===== src/rtl/rgb_frame_writer.sv =====
module rgb_frame_writer #(
  parameter int H_PIX   = 240,
  parameter int V_LINES = 320,
  parameter int PIX_W   = 18,
  localparam int ADDR_W = $clog2(H_PIX * V_LINES)
) (
  input  logic              clk,
  input  logic              rst,
  input  logic              vsync_n,
  input  logic              hsync_n,
  input  logic              de,
  input  logic [PIX_W-1:0]  pix,
  output logic              wr_en,
  output logic [ADDR_W-1:0] wr_addr,
  output logic [PIX_W-1:0]  wr_data
);

  localparam int PC_W = $clog2(H_PIX + 1);
  localparam int LC_W = $clog2(V_LINES + 1);

  logic [PC_W-1:0]   pix_cnt;
  logic [LC_W-1:0]   line_cnt;
  logic [ADDR_W:0]   line_base;
  logic              seen;
  logic              hs_q;

  wire take   = de & vsync_n & hsync_n;
  wire hs_fall = hs_q & ~hsync_n;
  wire pix_ok  = pix_cnt < PC_W'(H_PIX);
  wire line_ok = line_cnt < LC_W'(V_LINES);
  wire in_win  = pix_ok & line_ok;

  always_ff @(posedge clk) begin
    if (rst) begin
      pix_cnt   <= '0;
      line_cnt  <= '0;
      line_base <= '0;
      seen      <= 1'b0;
      hs_q      <= 1'b1;
      wr_en     <= 1'b0;
      wr_addr   <= '0;
      wr_data   <= '0;
    end else begin
      hs_q  <= hsync_n;
      wr_en <= take & in_win;
      if (take && in_win) begin
        wr_addr <= ADDR_W'(line_base + (ADDR_W+1)'(pix_cnt));
        wr_data <= pix;
      end
      if (!vsync_n) begin
        pix_cnt   <= '0;
        line_cnt  <= '0;
        line_base <= '0;
        seen      <= 1'b0;
      end else if (hs_fall) begin
        pix_cnt <= '0;
        seen    <= 1'b0;
        if (seen && line_ok) begin
          line_cnt  <= line_cnt + 1'b1;
          line_base <= line_base + (ADDR_W+1)'(H_PIX);
        end
      end else if (take) begin
        seen <= 1'b1;
        if (pix_ok) pix_cnt <= pix_cnt + 1'b1;
      end
    end
  end

  AST_RST_QUIET:  assert property (@(posedge clk) rst |=> !wr_en);
  AST_NO_DE_NO_WR: assert property (@(posedge clk) disable iff (rst) !de |=> !wr_en);
  AST_HS_NO_WR:   assert property (@(posedge clk) disable iff (rst) !hsync_n |=> !wr_en);
  AST_ADDR_RANGE: assert property (@(posedge clk) disable iff (rst) wr_en |-> (int'(wr_addr) < H_PIX * V_LINES));
  AST_VS_HOLDS:   assert property (@(posedge clk) disable iff (rst) !vsync_n |=> (!wr_en && line_cnt == '0 && pix_cnt == '0));
  AST_LINE_STEP:  assert property (@(posedge clk) disable iff (rst) vsync_n |=> (line_cnt == $past(line_cnt) || line_cnt == $past(line_cnt) + 1'b1));
  AST_HS_ONCE:    assert property (@(posedge clk) disable iff (rst) (!hsync_n && !hs_q && vsync_n) |=> $stable(line_cnt));
  AST_LINE_SAT:   assert property (@(posedge clk) disable iff (rst) line_cnt <= LC_W'(V_LINES));

endmodule


===== config.mk =====
export PLATFORM = sky130hd
export DESIGN_NAME = rgb_frame_writer
export DESIGN_NICKNAME = d
export VERILOG_FILES = /design/src/rtl/rgb_frame_writer.sv
export SDC_FILE = /design/constraint.sdc
export NUM_CORES = 1
export LEC_CHECK = 0
export BUFFER_PORTS_ARGS = -buffer_cell sky130_fd_sc_hd__buf_2
export CORE_MARGIN = 3
export CORE_UTILIZATION = 45
export CTS_BUF_LIST = sky130_fd_sc_hd__clkbuf_4
export CTS_CLUSTER_DIAMETER = 40
export CTS_CLUSTER_SIZE = 14
export DETAILED_ROUTE_END_ITERATION = 12
export PLACE_DENSITY = 0.67
export SYNTH_ARGS = -nofsm -noshare
export SYNTH_HDL_FRONTEND = slang
export SYNTH_SLANG_ARGS = --single-unit

===== constraint.sdc =====
create_clock -name clk -period 5.6 [get_ports clk]
set_input_delay 0.28 -clock clk [delete_from_list [all_inputs] [get_ports clk]]
set_output_delay 0.28 -clock clk [all_outputs]
set_load 0.005 [all_outputs]

==> impl_metrics.tcl <==
set metrics [dict create \
    avgSynthCellArea_um2 8.489 \
    cts_tree "built" \
    port_buffers 58 \
    die_h_um 86.56 \
    dp_hpwl_um 4305 \
    layout_setup_ws_ps 3429 \
    cts_max_path_buffers 2 \
    synth_area_leader_cell "dfxtp_1" \
    slew_headroom_pct 33.39 \
    ant_nets 0 \
    syn_inst 344 \
    syn_nets 375 \
    syn_to_final_growth_pct 15.34 \
    gp_congestion 0.7838 \
    num_vias 2457 \
    cts.sinks 68 \
    hold_path.class "input port to flip-flop" \
    wl_per_cell_um 12.69 \
    post_dp_cell_area_um2 3243 \
    drt_iter0_markers 106 \
    layout_commonest_cell "dfxtp_1" \
    crit_type "flip-flop to flip-flop" \
    power.density_nw_per_um2 247.0 \
    critPathMaxFanout 7 \
    outcome "finished, final reports clean" \
    hold_ws_ps 105.3 \
    timing.fmax_ghz 0.4607 \
    ys_top_cells_by_area "dfxtp_1 (47%), nand2_1 (7.7%), a21oi_1 (5.8%), nor2_1 (4.4%), xor2_1 (3.9%)" \
    cts_buffers 9 \
    grt_pass1_vias 2289 \
    report.final.slew_viol_count 0 \
    ioPinCount 59 \
    cts_root_buf "clkbuf_4" \
    fin_nets 428 \
    drc 0 \
    finalSetupViolCount 0 \
    grt_overflow_total 0 \
    hold_viol 0 \
    grt_usage_pct 17.09 \
    synthesis.area_um2 2920 \
    fin_setup_tns_ps 0 \
    htree_levels 3 \
    clock_skew_ps 7.410 \
    routed_wl_um 6051 \
    netlist.area_leader.share_pct 46.62 \
    cts.repair.resized 0 \
    cts.clk_slew.worst_paths_ps 110 \
    vdd_drop_max_mv 0.1494 \
    drive_gt1_share_pct 18.66 \
    routed_via_density 5.151 \
    final_cell_mix "dfxtp_1 (68), nand2_1 (60), buf_2 (58), a21oi_1 (34), nor2_1 (34)" \
    postLayoutCoreUtil_pct 55.25 \
    start_kind "flip-flop" \
    drtPass1Iterations 4 \
    rsz0062_at_grt "false" \
    final_cell_area_um2 3368 \
    slowest_stage "a221oi_1" \
    crit_path_max_incr_delay_ps 640 \
    yosys_warnings 0 \
    period_share_pct 38.76 \
    ys_types 42 \
    cap_violations 0 \
    cts_setup_buffers 0 \
    grt_pass1_wl_um 10320 \
    leakage_uw 0.001296 \
    fin_crit_ps 2171 \
    num_antenna_cells 0 \
    dpl_worst_slack_ps 3385 \
    synth_seq_cells 68 \
    fp.coreArea_um2 6096 \
    antenna_found_initial 0 \
    die_area_um2 7492 \
    cp-end-kind "flip-flop" \
    tightest_slew_ps 996.3 \
    die_w_um 86.56 \
    initial_core_util_pct 47.91 \
    path_cells "ha_1 > and3_1 > a221oi_1 > o21ai_0 > a311oi_1" \
    grt_max_degree 40 \
    cp.required_ps 5910 \
    worst_ep_arrival_time_ps 2480 \
    rows 28 \
    ys_seq_area_share_pct 46.62 \
    clk_latency_ps 400 \
    ctsHoldBuffers 0 \
]
[sequential cells by signal, summed over array words and instances, names as in the netlist]
signal / count
wr_data: 18
wr_addr: 17
line_base: 13
line_cnt: 9
pix_cnt: 8
hs_q: 1
seen: 1
wr_en: 1
[final cells by class]
cell class	count	area (um2)
fillers	591	2728
multi-input cells	254	1471
flip-flops and latches	68	1361
repair buffers	59	297.8
well taps	75	93.84
clock buffers	9	67.56
clock inverters	7	57.56
inverters	5	18.77
[through the flow]
step	power, uW	cells
after floorplan	530.8	344
final	832.0	477
after global placement	551.1	461
after detailed placement	551.8	461
after global routing	870.4	477
after CTS	845.3	477
[layer usage]
layer / part of all wire [%] / vias to the layer above / global-route usage [%]
met5: 0 / - / 0
met4: 1.2 / 0 / 5.949
met3: 7.2 / 8 / 5.989
met2: 42 / 62 / 26.70
met1: 49 / 1075 / 21.95
li1: - / 1312 / -
[worst max-delay path: cells and delay by family, from the launching register on]
kind                     cells  cell delay [ps]
AND/OR/NAND/NOR              1              190
adder cells (fa/ha/maj)      1              330
AO/OA/AOI/OAI                3             1120
flip-flops                   1              440
[cell families after synthesis]
group	after synthesis	share of synthesized area, %
AO/OA/AOI/OAI	69	13.92
flip-flops	68	46.62
buffers and inverters	22	3.213
AND/OR/NAND/NOR	153	25.36
XOR/XNOR	24	7.198
adder cells (fa/ha/maj)	8	3.685
[worst paths after layout]
kind                                     to  slack, ps        from  cells past startpoint
worst max-delay path            wr_addr[13]       3430  pix_cnt[6]                      5
worst max register to register  wr_addr[13]       3430  pix_cnt[6]                      5
worst min register to register   wr_addr[0]        460  wr_addr[0]                      2
worst min-delay path            wr_data[10]        110     pix[10]                      3
[synthesized netlist by cell type, drive strengths merged]
master  instances
or3            11
a211oi          5
nand3           8
and2            2
clkbuf         14
a21oi          34
nand2b          2
buf             3
nand2          60
a221oi          1
xnor2          11
o21a            2
o21ai          14
nor3            5
or2             1
a31oi           1
o41ai           1
inv             5
nand4           8
a311oi          6
xor2           13
dfxtp          68
nor4            5
nor2b           1
o31ai           3
and4            2
fa              1
nor3b           1
nor2           34
and3b           1
or4             4
nand3b          3
nor4b           1
ha              7
and3            4
a21o            2
[where the power goes]
part,internal (uW),switching [uW]
Sequential,492,4.20
Clock,130,163
Combinational,18.2,25.9
Note: power is estimated with default switching activity, not from simulation.
